===== src/rtl/card_activation_fsm.sv =====
module card_activation_fsm #(
  parameter int          UID_BYTES = 7,
  parameter logic [79:0] UID       = 80'hF1E2D3C4B5A697887766
) (
  input  logic        clk,
  input  logic        rst_n,
  input  logic        field_on,
  input  logic        frm_valid,
  input  logic [7:0]  frm_cmd,
  input  logic [7:0]  frm_arg,
  input  logic [39:0] frm_data,
  output logic        rsp_valid,
  output logic [2:0]  rsp_len,
  output logic [39:0] rsp_data,
  output logic [2:0]  card_state
);
  localparam int           LEVELS    = (UID_BYTES == 4) ? 1 : (UID_BYTES == 7) ? 2 : 3;
  localparam logic [1:0]   SIZE_CODE = 2'(LEVELS - 1);
  localparam logic [103:0] UIDP      = {24'h0, UID};
  localparam logic [7:0]   C_REQ = 8'h26, C_WAKE = 8'h52, C_HALT = 8'h50, CASCADE = 8'h88;
  localparam logic [7:0]   K_ANTI = 8'h20, K_SEL = 8'h70;

  typedef enum logic [2:0] {S_POR = 3'd0, S_IDLE = 3'd1, S_READY = 3'd2, S_ACTIVE = 3'd3, S_HALT = 3'd4} st_t;

  st_t        st;
  logic       woke;
  logic [1:0] lvl;
  logic       last_lvl;
  logic [31:0] lvl_bytes;
  logic [7:0]  bcc, sel_code;
  logic        is_anti, is_sel, sel_ok;
  st_t         fall;

  assign last_lvl  = (int'(lvl) == LEVELS - 1);
  assign lvl_bytes = last_lvl ? UIDP[int'(lvl)*24 +: 32] : {UIDP[int'(lvl)*24 +: 24], CASCADE};
  assign bcc       = lvl_bytes[7:0] ^ lvl_bytes[15:8] ^ lvl_bytes[23:16] ^ lvl_bytes[31:24];
  assign sel_code  = 8'h93 + {5'd0, lvl, 1'b0};
  assign is_anti   = (frm_cmd == sel_code) && (frm_arg == K_ANTI);
  assign is_sel    = (frm_cmd == sel_code) && (frm_arg == K_SEL);
  assign sel_ok    = (frm_data == {bcc, lvl_bytes});
  assign fall      = woke ? S_HALT : S_IDLE;
  assign card_state = st;

  always_ff @(posedge clk or negedge rst_n) begin
    if (!rst_n) begin
      st        <= S_POR;
      woke      <= 1'b0;
      lvl       <= 2'd0;
      rsp_valid <= 1'b0;
      rsp_len   <= 3'd0;
      rsp_data  <= 40'd0;
    end else begin
      rsp_valid <= 1'b0;
      if (!field_on) begin
        st   <= S_POR;
        woke <= 1'b0;
        lvl  <= 2'd0;
      end else begin
        case (st)
          S_POR: st <= S_IDLE;
          S_IDLE, S_HALT:
            if (frm_valid && (frm_cmd == C_WAKE || (frm_cmd == C_REQ && st == S_IDLE))) begin
              st        <= S_READY;
              woke      <= (st == S_HALT);
              lvl       <= 2'd0;
              rsp_valid <= 1'b1;
              rsp_len   <= 3'd2;
              rsp_data  <= {32'd0, SIZE_CODE, 6'b000001};
            end
          S_READY:
            if (frm_valid) begin
              if (is_anti) begin
                rsp_valid <= 1'b1;
                rsp_len   <= 3'd5;
                rsp_data  <= {bcc, lvl_bytes};
              end else if (is_sel && sel_ok) begin
                rsp_valid <= 1'b1;
                rsp_len   <= 3'd1;
                rsp_data  <= {32'd0, 5'd0, ~last_lvl, 2'b00};
                if (last_lvl) st <= S_ACTIVE;
                else          lvl <= lvl + 2'd1;
              end else begin
                st <= fall;
              end
            end
          S_ACTIVE:
            if (frm_valid) begin
              if (frm_cmd == C_HALT && frm_arg == 8'h00) st <= S_HALT;
              else                                       st <= fall;
            end
          default: st <= S_POR;
        endcase
      end
    end
  end

  p_por_to_idle_r1: assert property (@(posedge clk) disable iff (!rst_n)
    (st == S_POR && field_on) |=> (st == S_IDLE && !rsp_valid));

  p_halt_ignores_request_r3: assert property (@(posedge clk) disable iff (!rst_n)
    (st == S_HALT && field_on && frm_valid && frm_cmd == C_REQ) |=> (st == S_HALT && !rsp_valid));

  p_wake_reply_len_r4: assert property (@(posedge clk) disable iff (!rst_n)
    (rsp_valid && st == S_READY && $past(st) != S_READY) |-> (rsp_len == 3'd2 && rsp_data[0]));

  p_check_byte_r5: assert property (@(posedge clk) disable iff (!rst_n)
    (rsp_valid && rsp_len == 3'd5) |->
      (rsp_data[39:32] == (rsp_data[7:0] ^ rsp_data[15:8] ^ rsp_data[23:16] ^ rsp_data[31:24])));

  p_final_ack_r6: assert property (@(posedge clk) disable iff (!rst_n)
    (rsp_valid && st == S_ACTIVE) |-> (rsp_len == 3'd1 && !rsp_data[2]));

  p_partial_ack_r6: assert property (@(posedge clk) disable iff (!rst_n)
    (rsp_valid && st == S_READY && rsp_len == 3'd1) |-> rsp_data[2]);

  p_halt_cmd_r8: assert property (@(posedge clk) disable iff (!rst_n)
    (st == S_ACTIVE && field_on && frm_valid && frm_cmd == C_HALT && frm_arg == 8'h00)
      |=> (st == S_HALT && !rsp_valid));

  p_field_loss_r9: assert property (@(posedge clk) disable iff (!rst_n)
    !field_on |=> (st == S_POR && !rsp_valid));

  p_reply_follows_frame_r10: assert property (@(posedge clk) disable iff (!rst_n)
    rsp_valid |-> $past(frm_valid));
endmodule


===== config.mk =====
export PLATFORM = sky130hd
export DESIGN_NAME = card_activation_fsm
export DESIGN_NICKNAME = d
export VERILOG_FILES = /design/src/rtl/card_activation_fsm.sv
export SDC_FILE = /design/constraint.sdc
export NUM_CORES = 1
export LEC_CHECK = 0
export BUFFER_PORTS_ARGS = -buffer_cell sky130_fd_sc_hd__buf_4
export CORE_UTILIZATION = 39
export DETAILED_ROUTE_END_ITERATION = 8
export PLACE_DENSITY = 0.67
export SYNTH_ARGS = -nofsm -noshare
export SYNTH_HDL_FRONTEND = slang
export SYNTH_SLANG_ARGS = --single-unit

===== constraint.sdc =====
create_clock -name clk -period 5.4 [get_ports clk]
set_input_delay 1.62 -clock clk [delete_from_list [all_inputs] [get_ports clk]]
set_output_delay 1.62 -clock clk [all_outputs]
set_load 0.005 [all_outputs]

### Word-level counts from Yosys, hierarchy flattened

Index checks and enable logic that the tools add are counted.

| word-level totals | value |
|---|---|
| flip-flop bits (word level) | 50 |

| cells by class | value |
|---|---|
| mux-type cells | 36 |
| multipliers | 1 |
| reduce and logical (&&, ||, !) cells | 15 |
| equal/unequal tests | 25 |
| $add $sub $neg | 2 |
| bitwise gates (word level) | 4 |
| shifts and indexed selects | 2 |

Operators by type and width:

| kind | count |
|---|---|
| two-way mux 40 bit | 4 |
| indexed part select 104 x 32 -> 32 bit, first input constant | 1 |
| indexed part select 104 x 8 -> 24 bit, first input constant | 1 |
| one-hot mux 40 bit (2 select lines) | 1 |
| == test 40 bit | 1 |
| two-way mux 3 bit | 12 |
| two-way mux 32 bit | 1 |
| == test 8 x 7 -> 1 bit, second input constant | 3 |
| XOR 8 bit | 3 |
| inequality test 3 bit, second input constant | 7 |
| == test 8 x 6 -> 1 bit, second input constant | 2 |
| two-way mux 2 bit | 6 |
| one-hot mux 3 bit (4 select lines) | 1 |
| AND reduction 5 bit | 2 |
| adder 8 x 3 -> 8 bit, first input constant | 1 |
| == test 8 bit | 1 |
| zero test 8 bit | 1 |
| two-way mux 1 bit | 8 |
| == test 3 x 2 -> 1 bit, second input constant | 2 |
| logical AND 1 bit | 6 |
| one-hot mux 3 bit (2 select lines) | 1 |
| AND reduction 6 bit | 1 |
| multiplier 2 x 2 -> 4 bit, second input constant | 1 |
| inequality test 2 x 1 -> 1 bit, second input constant | 2 |
| 15 further kinds | 16 |

### Logic depth before layout (Yosys ltp)

Gate-level depths: netlist of run 1.

| logic depth | value |
|---|---|
| depth in word-level cells | 13 |
| gate-level depth with buffers | 12 |

### Worst setup path before layout of run 1

No wires, ideal clock.

| timing | value |
|---|---|
| path type | input to register |
| from | input port frm_data[6] |
| to | register lvl[0] |
| stages | 7 |
| buffers on the path | 0 |
| setup time | 79 ps |
| data required time | 5321 ps |
| slack | 1303 ps |
| data arrival time | 4018 ps |
| cell sequence | nand3b_1 -> a221o_1 -> or4_4 -> or4b_4 -> or3_1 -> or4_1 -> mux2i_1 |

| on the way | value |
|---|---|
| word-level cells in the longest chain between the ends | 4 |

Ends and longest elaborated chain:

| element | line | source |
|---|---|---|
| from (decl) | 11 | `input logic [39:0] frm_data,` |
| == test 40 bit | 40 | `assign sel_ok = (frm_data == {bcc, lvl_bytes});` |
| logical AND 1 bit | 76 | `end else if (is_sel && sel_ok) begin` |
| inequality test 3 bit (no source line) | -- |  |
| AND reduction 6 bit (no source line) | -- |  |
| to (signal assigned) | 81 | `else lvl <= lvl + 2'd1;` |
| to (decl) | 27 | `logic [1:0] lvl;` |

No other way between the ends.
A chain may end at the register's enable or synchronous reset.

### Final worst setup path of run 1

| timing | value |
|---|---|
| from | input port frm_data[6] |
| to | register rsp_data[11] |

| on the way | value |
|---|---|
| word-level cells in the longest chain between the ends | 4 |

Ends and longest elaborated chain:

| element | line | source |
|---|---|---|
| == test 40 bit | 40 |  |
| logical AND 1 bit | 76 |  |
| inequality test 3 bit (no source line) | -- |  |
| AND reduction 5 bit (no source line) | -- |  |
| to (signal assigned) | 68 | `rsp_data <= {32'd0, SIZE_CODE, 6'b000001};` |
| to (signal assigned) | 75 | `rsp_data <= {bcc, lvl_bytes};` |
| to (signal assigned) | 79 | `rsp_data <= {32'd0, 5'd0, ~last_lvl, 2'b00};` |
| to (decl) | 14 | `output logic [39:0] rsp_data,` |

No other way between the ends.

==> flow_metrics.py, run 1 <==
metrics = {
    "global_route": {
        "track_usage": 0.215,
        "grt_pass1_wl_um": 12100,
        "grt_overflow": 0,
        "grt_max_degree": 37,
        "antenna_found_initial": 0,
        "grt_pass1_vias": 2510,
    },
    "worst_setup_path": {
        "cp.arrival_ns": 4.33,
        "r2r_slack_ns": 1.40,
        "max_stage_delay_ns": 0.68,
        "r2r_end": "rsp_data[11]$_DFFE_PN0P_",
        "cp_slowest_cell": "or4b_2",
        "critical_path_required_ns": 5.57,
        "worst_setup_path_end_kind": "flop",
        "worstRegToRegCells": 10,
        "r2r-start": "lvl[0]$_DFFE_PN0P_",
        "crit_chain": "buf_4, nand3b_1, a221o_1, or4_4, or4b_2, o31ai_2, a21oi_2, a22o_1",
        "cp_max_fo": 24,
        "crit_type": "input port to flop",
        "crit_path_start_kind": "input port",
    },
    "drt": {
        "wl_met1_um": 3330,
        "ant_nets": 0,
        "met2WireLength_um": 3570,
        "vias": 2616,
        "dr.max_layer_used": "met4",
        "wirelength_um": 7470,
        "wire_per_inst_um": 16.4,
        "drc": 0,
        "avgViaCountPerCell": 5.72,
        "wl_met3_um": 443,
        "drt_iter0_drc": 127,
        "firstDrtPassIters": 4,
    },
    "die": {
        "die-area_mm2": 0.00700,
        "die_w_um": 83.7,
        "row_count": 29,
        "die_h_um": 83.7,
        "start_util": 0.407,
        "core_mm2": 0.00639,
        "pin_count": 107,
    },
    "synthesis": {
        "synth-seq-cells": 36,
        "ys.flop_type": "dfrtp_1",
        "synth.distinct_cells": 61,
        "synth_xor_area_frac": 0.0371,
        "synth_cells": 292,
        "yosysWarnings": 0,
        "synthAdderAreaFrac": 0.0385,
        "synth_top_family_by_area": "compound AO/OA/AOI/OAI gates",
        "syn_avg_cell_area_um2": 8.90,
        "async_reset_ff_frac": 1.00,
        "synthMuxAreaShare": 0.00818,
        "syn_nets": 360,
        "synth_compound_area_frac": 0.263,
        "yosys.area_share.simple": 0.221,
        "syn-cell-area_mm2": 0.00260,
        "synth_edf_count": 0,
        "yosysSeqAreaShare": 0.346,
    },
    "clock_tree": {
        "numCtsBuffers": 5,
        "cts.sinks": 36,
        "cts_hold_buf": 0,
        "worstSkewPairLatency_ns": 0.28,
        "cts-root-buf": "clkbuf_8",
        "cts_tree": "yes",
        "cts_resized": 0,
        "clk_pin_slew_ns": 0.07,
        "clock_path_buffers": 2,
        "ctsHtreeMaxLevel": 2,
        "postCtsSetupRepairBufs": 0,
    },
    "timing": {
        "worst_slew_pin_slew_ns": 1.13,
        "tns_ns": 0,
        "rsz0062_at_grt": "false",
        "fmax_ghz": 0.240,
        "slew_headroom": 0.245,
        "setup_viol": 0,
        "fin_crit_ns": 4.16,
        "hold_violations": 0,
        "maxSlewViolCount": 0,
        "min_period_over_period": 0.770,
        "worst_clock_skew_ns": 0.00489,
    },
    "pwr": {
        "power_switching_w": 0.000134,
        "p_int_w": 0.000407,
        "combPwrFrac": 0.158,
        "p_seq_frac": 0.512,
        "p_clk_frac": 0.330,
        "vdd.ir_drop.worst_mv": 0.128,
        "power_density_mw_per_mm2": 158,
        "p_leak_nw": 1.68,
        "sw_frac_of_total": 0.248,
        "finalPower_w": 0.000541,
    },
    "run": {
        "maxCapViolations": 0,
    },
    "layout": {
        "final_cell_mix": "buf_4, dfrtp_1, nor2_1",
        "area_delta_synth_final_pct": 31.4,
        "drive_above_1_share": 0.326,
        "n_antenna_cell": 0,
        "finalNetCount": 448,
        "finalInstanceArea_mm2": 0.00342,
        "layout_commonest_cell": "buf_4",
        "fillers": 624,
    },
    "place": {
        "io_buffers": 106,
        "place.gp.congestion": 0.886,
        "placed_cell_area_mm2": 0.00334,
        "hpwl_um": 5790,
    },
    "outcome": {
        "run_status": "complete, no violations",
    },
    "hold_path": {
        "whs_endpoint": "rsp_len[2]$_DFFE_PN0P_",
        "hold_path.startpoint": "rsp_len[2]$_DFFE_PN0P_",
        "holdPathStages": 1,
        "hold_class": "flop to flop",
    },
}
==> flip-flops by register name, summed over array words and instances, names as in the netlist <==
| signal | flops |
|---|---|
| rsp_valid | 1 |
| lvl | 2 |
| rsp_data | 26 |
| rsp_len | 3 |
| card_state | 3 |
| woke | 1 |
==> cells by family (layout without fill, tap and decap cells) <==
family,Yosys count,after routing
compound gates,94,94
xor+xnor,11,11
fa+ha+maj,8,8
buf+inv,42,130
flops,36,36
mux,2,2
simple gates,99,99
==> layout make-up <==
class	instances	area (µm²)	area share
clock buffers	6	72.6	0.0212
multi-input cells	214	1480	0.433
well taps	77	96.3	0.0282
clock inverters	1	5.00	0.00146
flip-flops and latches	36	901	0.264
inverters	16	60.1	0.0176
repair buffers	107	803	0.235
==> power by group through the flow <==
stage | clock network (W) | logic [W] | registers (W)
floorplan | 0 | 0.0000325 | 0.000279
global placement | 0 | 0.0000845 | 0.000282
detailed placement | 0 | 0.0000852 | 0.000282
CTS | 0.000184 | 0.0000855 | 0.000277
global route | 0.000197 | 0.0000945 | 0.000277
finish | 0.000178 | 0.0000855 | 0.000277
==> metrics by stage <==
step / util / hold slack (ns) / setup slack, ns / cells
6_report: 0.535 / 0.479 / 1.24 / 457
4_1_cts: 0.535 / 0.487 / 1.26 / 457
5_1_grt: 0.535 / 0.514 / 1.16 / 457
3_5_place_dp: 0.523 / 0.467 / 0.963 / 450
2_1_floorplan: - / 0.474 / 1.30 / 292
3_3_place_gp: 0.523 / 0.470 / 1.04 / 450
==> per-layer routing <==
| layer | global-route usage | vias to the layer above |
|---|---|---|
| li1 | - | 1252 |
| met1 | 0.291 | 1258 |
| met2 | 0.342 | 96 |
| met4 | 0.0817 | 0 |
| met3 | 0.0386 | 10 |
| met5 | 0 | - |
==> cell usage after synthesis (3+ instances only) <==
library cell | number | area, µm²
a21o_1 | 6 | 45.0
a21oi_1 | 15 | 75.1
a221o_1 | 3 | 30.0
a22o_1 | 17 | 149
a22oi_1 | 3 | 22.5
and3_1 | 3 | 18.8
buf_2 | 5 | 25.0
buf_4 | 14 | 105
clkbuf_1 | 5 | 18.8
dfrtp_1 | 36 | 901
ha_1 | 8 | 100
inv_1 | 16 | 60.1
nand2_1 | 14 | 52.6
nand2b_1 | 10 | 62.6
nand3_1 | 6 | 30.0
nand4_1 | 4 | 25.0
nor2_1 | 19 | 71.3
nor2b_1 | 5 | 31.3
nor3_1 | 7 | 35.0
nor4_1 | 4 | 25.0
o21ai_0 | 18 | 90.1
o221ai_1 | 5 | 43.8
o2bb2ai_1 | 5 | 43.8
or2_2 | 3 | 18.8
or3_1 | 3 | 18.8
xnor2_1 | 4 | 35.0
xor2_1 | 7 | 61.3
==> worst max path at each step <==
stage | endpoint | slack (ns) | cells after the start | start
after floorplan | lvl[0]$_DFFE_PN0P_ | 1.30 | 7 | frm_data[6]
after global placement | rsp_data[12]$_DFFE_PN0P_ | 1.04 | 8 | frm_data[6]
after detailed placement | rsp_data[20]$_DFFE_PN0P_ | 0.96 | 8 | frm_data[6]
after CTS | rsp_data[20]$_DFFE_PN0P_ | 1.26 | 8 | frm_data[6]
after global routing | rsp_data[11]$_DFFE_PN0P_ | 1.16 | 8 | frm_data[6]
final | rsp_data[11]$_DFFE_PN0P_ | 1.24 | 8 | frm_data[6]
==> critical path, delay by kind of cell <==
family / cells / cell delay [ns]
AND/OR/NAND/NOR: 3 / 1.35
buffers and inverters: 1 / 0.10
AO/OA/AOI/OAI: 4 / 1.24
Note: power is estimated with default switching activity, not from simulation.
==> run 2: changes to the inputs <==
Settings changed: PLACE_DENSITY 0.67 to 0.7.
Clock period 5.4 ns to 3.76 ns, I/O delays scaled along.
==> run 2 against run 1 <==
Net effect:
- sequential share of layout area decreased by 0.66 points
- global-route usage down 0.58 points
- highest routed layer unchanged
- critical endpoint is now lvl[1]$_DFFE_PN0P_
- largest power group unchanged
- combinational power increased by 44%
- final area grew 2.6%
- first-iteration DRC count down 14%
==> flow_metrics.py, run 2 (same netlist as run 1, synthesis figures left out) <==
metrics = {
    "pwr": {
        "sw_frac_of_total": 0.247,
        "p_clk_frac": 0.330,
        "power_density_mw_per_mm2": 221,
        "p_leak_nw": 1.73,
        "p_int_w": 0.000584,
        "finalPower_w": 0.000776,
        "combPwrFrac": 0.158,
        "p_seq_frac": 0.512,
        "power_switching_w": 0.000192,
        "vdd.ir_drop.worst_mv": 0.146,
    },
    "timing": {
        "fmax_ghz": 0.284,
        "hold_violations": 0,
        "worst_clock_skew_ns": 0.00468,
        "whs_ns": 0.481,
        "setup_viol": 0,
        "worst_slew_pin_slew_ns": 0.624,
        "min_period_over_period": 0.938,
        "rsz0062_at_grt": "false",
        "maxSlewViolCount": 0,
        "slew_headroom": 0.583,
        "tns_ns": 0,
        "fin_crit_ns": 3.53,
    },
    "layout": {
        "drive_above_1_share": 0.344,
        "final_cell_mix": "buf_4, dfrtp_1, nor2_1",
        "finalNetCount": 458,
        "finalNonFillerCells": 467,
        "n_antenna_cell": 0,
        "largest_reg_flops": 26,
        "layout_commonest_cell": "buf_4",
        "area_delta_synth_final_pct": 34.8,
        "multi_input_area_mm2": 0.00148,
        "regArea_um2": 901,
        "fillers": 601,
        "largest-register": "rsp_data",
    },
    "die": {
        "pin_count": 107,
        "start_util": 0.407,
        "die_w_um": 83.7,
        "row_count": 29,
        "die-area_mm2": 0.00700,
        "die_h_um": 83.7,
        "core_mm2": 0.00639,
    },
    "worst_setup_path": {
        "crit_path_start_kind": "flop",
        "cp.arrival_ns": 3.73,
        "critical_path_required_ns": 3.96,
        "crit_type": "flop to flop",
        "cp_max_fo": 5,
        "worst_setup_path_end_kind": "flop",
    },
    "place": {
        "hpwl_um": 5880,
        "io_buffers": 106,
        "dp_cells": 460,
        "place.gp.congestion": 0.934,
    },
    "drt": {
        "drc": 0,
        "wirelength_um": 7440,
        "drt_iter0_drc": 109,
        "wire_per_inst_um": 15.9,
        "vias": 2624,
        "firstDrtPassIters": 4,
        "avgViaCountPerCell": 5.62,
        "ant_nets": 0,
    },
    "global_route": {
        "grt_overflow": 0,
        "track_usage": 0.209,
        "antenna_found_initial": 0,
        "grt_pass1_wl_um": 11900,
        "grt_pass1_vias": 2523,
        "grt_max_degree": 37,
    },
    "clock_tree": {
        "worstSkewPairLatency_ns": 0.28,
        "ctsHtreeMaxLevel": 2,
        "clk_pin_slew_ns": 0.07,
        "clock_path_buffers": 2,
        "numCtsBuffers": 5,
        "cts.sinks": 36,
        "postCtsSetupRepairBufs": 0,
        "cts-root-buf": "clkbuf_8",
        "cts_resized": 0,
        "cts_tree": "yes",
        "cts_hold_buf": 0,
    },
    "hold_path": {
        "hold_class": "flop to flop",
    },
    "outcome": {
        "run_status": "complete, no violations",
    },
    "run": {
        "maxCapViolations": 0,
    },
}
-- run 2: final cells by class --
| class | count | share of cell area |
|---|---|---|
| Sequential cell | 36 | 0.257 |
| Inverter | 16 | 0.0171 |
| Clock inverter | 1 | 0.00143 |
| Multi-Input combinational cell | 214 | 0.422 |
| Tap cell | 77 | 0.0275 |
| Timing Repair Buffer | 117 | 0.254 |
| Clock buffer | 6 | 0.0207 |
-- run 2: routing by layer --
layer	track usage	wire length, µm
met1	0.264	3310
met2	0.361	3640
met3	0.0356	332
met4	0.0724	160
met5	0	0
-- run 2: through the flow --
step	utilization	cell area (µm²)	worst slack, ns
detailed placement	0.537	3430	-0.0285
finish	0.549	3500	0.235
CTS	0.549	3500	0.237
global placement	0.537	3430	-0.0101
global route	0.549	3500	0.0666
floorplan	-	2600	0.155
-- run 2: critical path, stage by stage, from the launching register on --
cell and delay (ns):
dfrtp_1 0.45, ha_1 0.24, inv_1 0.07, ha_1 0.22, inv_1 0.09, a221o_1 0.33, or4_4 0.52, or4b_4 0.53
or3_1 0.37, or4_1 0.49, o22ai_1 0.14
-- run 2: final timing paths --
path / cells past startpoint / to / from / slack, ns
max reg2reg: 10 / lvl[1]$_DFFE_PN0P_ / lvl[0]$_DFFE_PN0P_ / 0.23
min reg2reg: 1 / rsp_len[2]$_DFFE_PN0P_ / rsp_len[2]$_DFFE_PN0P_ / 0.48
max: 10 / lvl[1]$_DFFE_PN0P_ / lvl[0]$_DFFE_PN0P_ / 0.23
min: 1 / rsp_len[2]$_DFFE_PN0P_ / rsp_len[2]$_DFFE_PN0P_ / 0.48
min in group asynchronous: 1 / rsp_len[2]$_DFFE_PN0P_ / rst_n / 0.79
max in group asynchronous: 1 / rsp_data[2]$_DFFE_PN0P_ / rst_n / 2.64
-- run 2: power by group through the flow --
stage	Clock [W]	Sequential (W)	Combinational [W]
3_5_place_dp	0	0.000405	0.000122
6_report	0.000256	0.000397	0.000123
4_1_cts	0.000263	0.000397	0.000123
3_3_place_gp	0	0.000404	0.000120
2_1_floorplan	0	0.000400	0.0000467
5_1_grt	0.000280	0.000398	0.000135
==> run 3: changes to the inputs <==
Settings changed: CORE_UTILIZATION 39 to 44, GPL_TIMING_DRIVEN set to 0, PLACE_DENSITY 0.7 to 0.77.
==> run 3 against run 2 <==
Net effect:
- clock power increased by 9.0%
- sequential power shrank 1%
- routed wire length is 0.64% higher
- critical path depth up 1
- final area is 3.9% higher
- largest power group unchanged
==> flow_metrics.py, run 3 (same netlist as run 1, synthesis figures left out) <==
metrics = {
    "place": {
        "place.gp.congestion": 0.988,
        "io_buffers": 106,
        "hpwl_um": 6050,
    },
    "layout": {
        "finalNetCount": 475,
        "fillers": 513,
        "largest_reg_flops": 26,
        "fin_util": 0.649,
        "multi_input_area_mm2": 0.00151,
        "area_delta_synth_final_pct": 40.0,
        "layout_commonest_cell": "buf_4",
        "largest-register": "rsp_data",
        "drive_above_1_share": 0.373,
        "regArea_um2": 902,
        "final_cell_mix": "buf_4, dfrtp_1, nor2_1",
        "n_antenna_cell": 0,
    },
    "die": {
        "die_h_um": 78.9,
        "core_mm2": 0.00561,
        "row_count": 27,
        "die_w_um": 78.9,
        "die-area_mm2": 0.00622,
        "start_util": 0.464,
        "pin_count": 107,
    },
    "timing": {
        "fmax_ghz": 0.272,
        "rsz0062_at_grt": "false",
        "hold_violations": 0,
        "fin_crit_ns": 3.67,
        "worst_slew_pin_slew_ns": 1.27,
        "slew_headroom": 0.153,
        "min_period_over_period": 0.977,
        "worst_clock_skew_ns": 0.00786,
        "whs_ns": 0.486,
        "maxSlewViolCount": 0,
        "tns_ns": 0,
        "setup_viol": 0,
    },
    "pwr": {
        "power_density_mw_per_mm2": 220,
        "p_leak_nw": 1.80,
        "power_switching_w": 0.000211,
        "p_int_w": 0.000590,
        "vdd.ir_drop.worst_mv": 0.334,
        "p_clk_frac": 0.348,
        "combPwrFrac": 0.162,
        "sw_frac_of_total": 0.264,
        "p_seq_frac": 0.490,
    },
    "worst_setup_path": {
        "r2r_slack_ns": 0.09,
        "crit_path_start_kind": "flop",
        "cp_max_fo": 9,
        "critical_path_required_ns": 3.98,
        "worst_setup_path_end_kind": "flop",
        "crit_type": "flop to flop",
        "cp.arrival_ns": 3.89,
    },
    "drt": {
        "avgViaCountPerCell": 5.64,
        "drt_iter0_drc": 155,
        "wirelength_um": 7490,
        "wl_met1_um": 3200,
        "wl_met3_um": 471,
        "dr.max_layer_used": "met4",
        "firstDrtPassIters": 4,
        "met2WireLength_um": 3760,
        "wire_per_inst_um": 15.6,
        "drc": 0,
        "ant_nets": 0,
        "vias": 2709,
    },
    "outcome": {
        "run_status": "complete, no violations",
    },
    "global_route": {
        "grt_overflow": 0,
        "antenna_found_initial": 0,
        "grt_pass1_vias": 2502,
        "grt_max_degree": 37,
        "track_usage": 0.241,
        "grt_pass1_wl_um": 11700,
    },
    "clock_tree": {
        "cts-root-buf": "clkbuf_8",
        "clock_path_buffers": 2,
        "cts.sinks": 36,
        "ctsHtreeMaxLevel": 2,
        "cts_tree": "yes",
        "worstSkewPairLatency_ns": 0.29,
        "clk_pin_slew_ns": 0.08,
        "numCtsBuffers": 5,
    },
    "run": {
        "maxCapViolations": 0,
    },
    "hold_path": {
        "hold_class": "flop to flop",
    },
}
## run 3: cell count changes in the layout (fill, tap and decap cells not counted), moves of 2 or more
| cell | delta |
|---|---|
| buf_2 | +2 |
| buf_4 | +9 |
| clkbuf_1 | +4 |
| clkinvlp_4 | +2 |
## run 3: per-stage QoR
stage	setup WS, ns	total power (W)	area, µm²	instances
floorplan	0.155	0.000447	2600	292
CTS	0.0120	0.000809	3620	479
finish	0.0868	0.000801	3640	480
global route	0.000956	0.000836	3640	480
global placement	-0.244	0.000526	3490	470
detailed placement	-0.274	0.000528	3490	470
## run 3: path summary, 6_finish.rpt
| path | start | cells after the start | end |
|---|---|---|---|
| max in group asynchronous | rst_n | 1 | lvl[0]$_DFFE_PN0P_ |
| min in group asynchronous | rst_n | 1 | rsp_data[25]$_DFFE_PN0P_ |
| min | rsp_len[1]$_DFFE_PN0P_ | 1 | rsp_len[1]$_DFFE_PN0P_ |
| max reg2reg | lvl[0]$_DFFE_PN0P_ | 11 | lvl[1]$_DFFE_PN0P_ |
| max | lvl[0]$_DFFE_PN0P_ | 11 | lvl[1]$_DFFE_PN0P_ |
| min reg2reg | rsp_len[1]$_DFFE_PN0P_ | 1 | rsp_len[1]$_DFFE_PN0P_ |
## run 3: layer usage
layer | track usage | vias up
met5 | 0 | -
met4 | 0.0636 | 0
met3 | 0.0471 | 8
met2 | 0.430 | 101
met1 | 0.296 | 1292
li1 | - | 1308
## run 3: area by class of cell
type | instances | area share
well taps | 72 | 0.0248
clock buffers | 5 | 0.0189
plain buffers | 26 | 0.0471
repair buffers | 108 | 0.223
flip-flops and latches | 36 | 0.248
clock inverters | 3 | 0.00653
inverters | 16 | 0.0172
multi-input cells | 214 | 0.415
## run 3: critical path, stage by stage, from the launching register on
cell	delay (ns)
dfrtp_2	0.44
ha_1	0.21
buf_4	0.17
inv_4	0.08
ha_2	0.19
inv_1	0.07
a221o_1	0.34
or4_4	0.53
or4b_4	0.55
or3_1	0.39
or4_4	0.49
o22ai_1	0.14
## run 3: power groups by stage
stage                     Combinational (W)  Clock, W  Sequential [W]
final                              0.000130  0.000279        0.000392
after global routing               0.000142  0.000302        0.000393
after CTS                          0.000129  0.000287        0.000392
after detailed placement           0.000128         0        0.000400
after global placement             0.000126         0        0.000400
after floorplan                   0.0000467         0        0.000400
## run 3: timing repair
action                     in CTS  in global routing
pin swaps                       1                  0
setup endpoints to repair      30                  4
setup buffers                   1                  1
gates resized for setup         9                  5
hold buffers                    0                  0
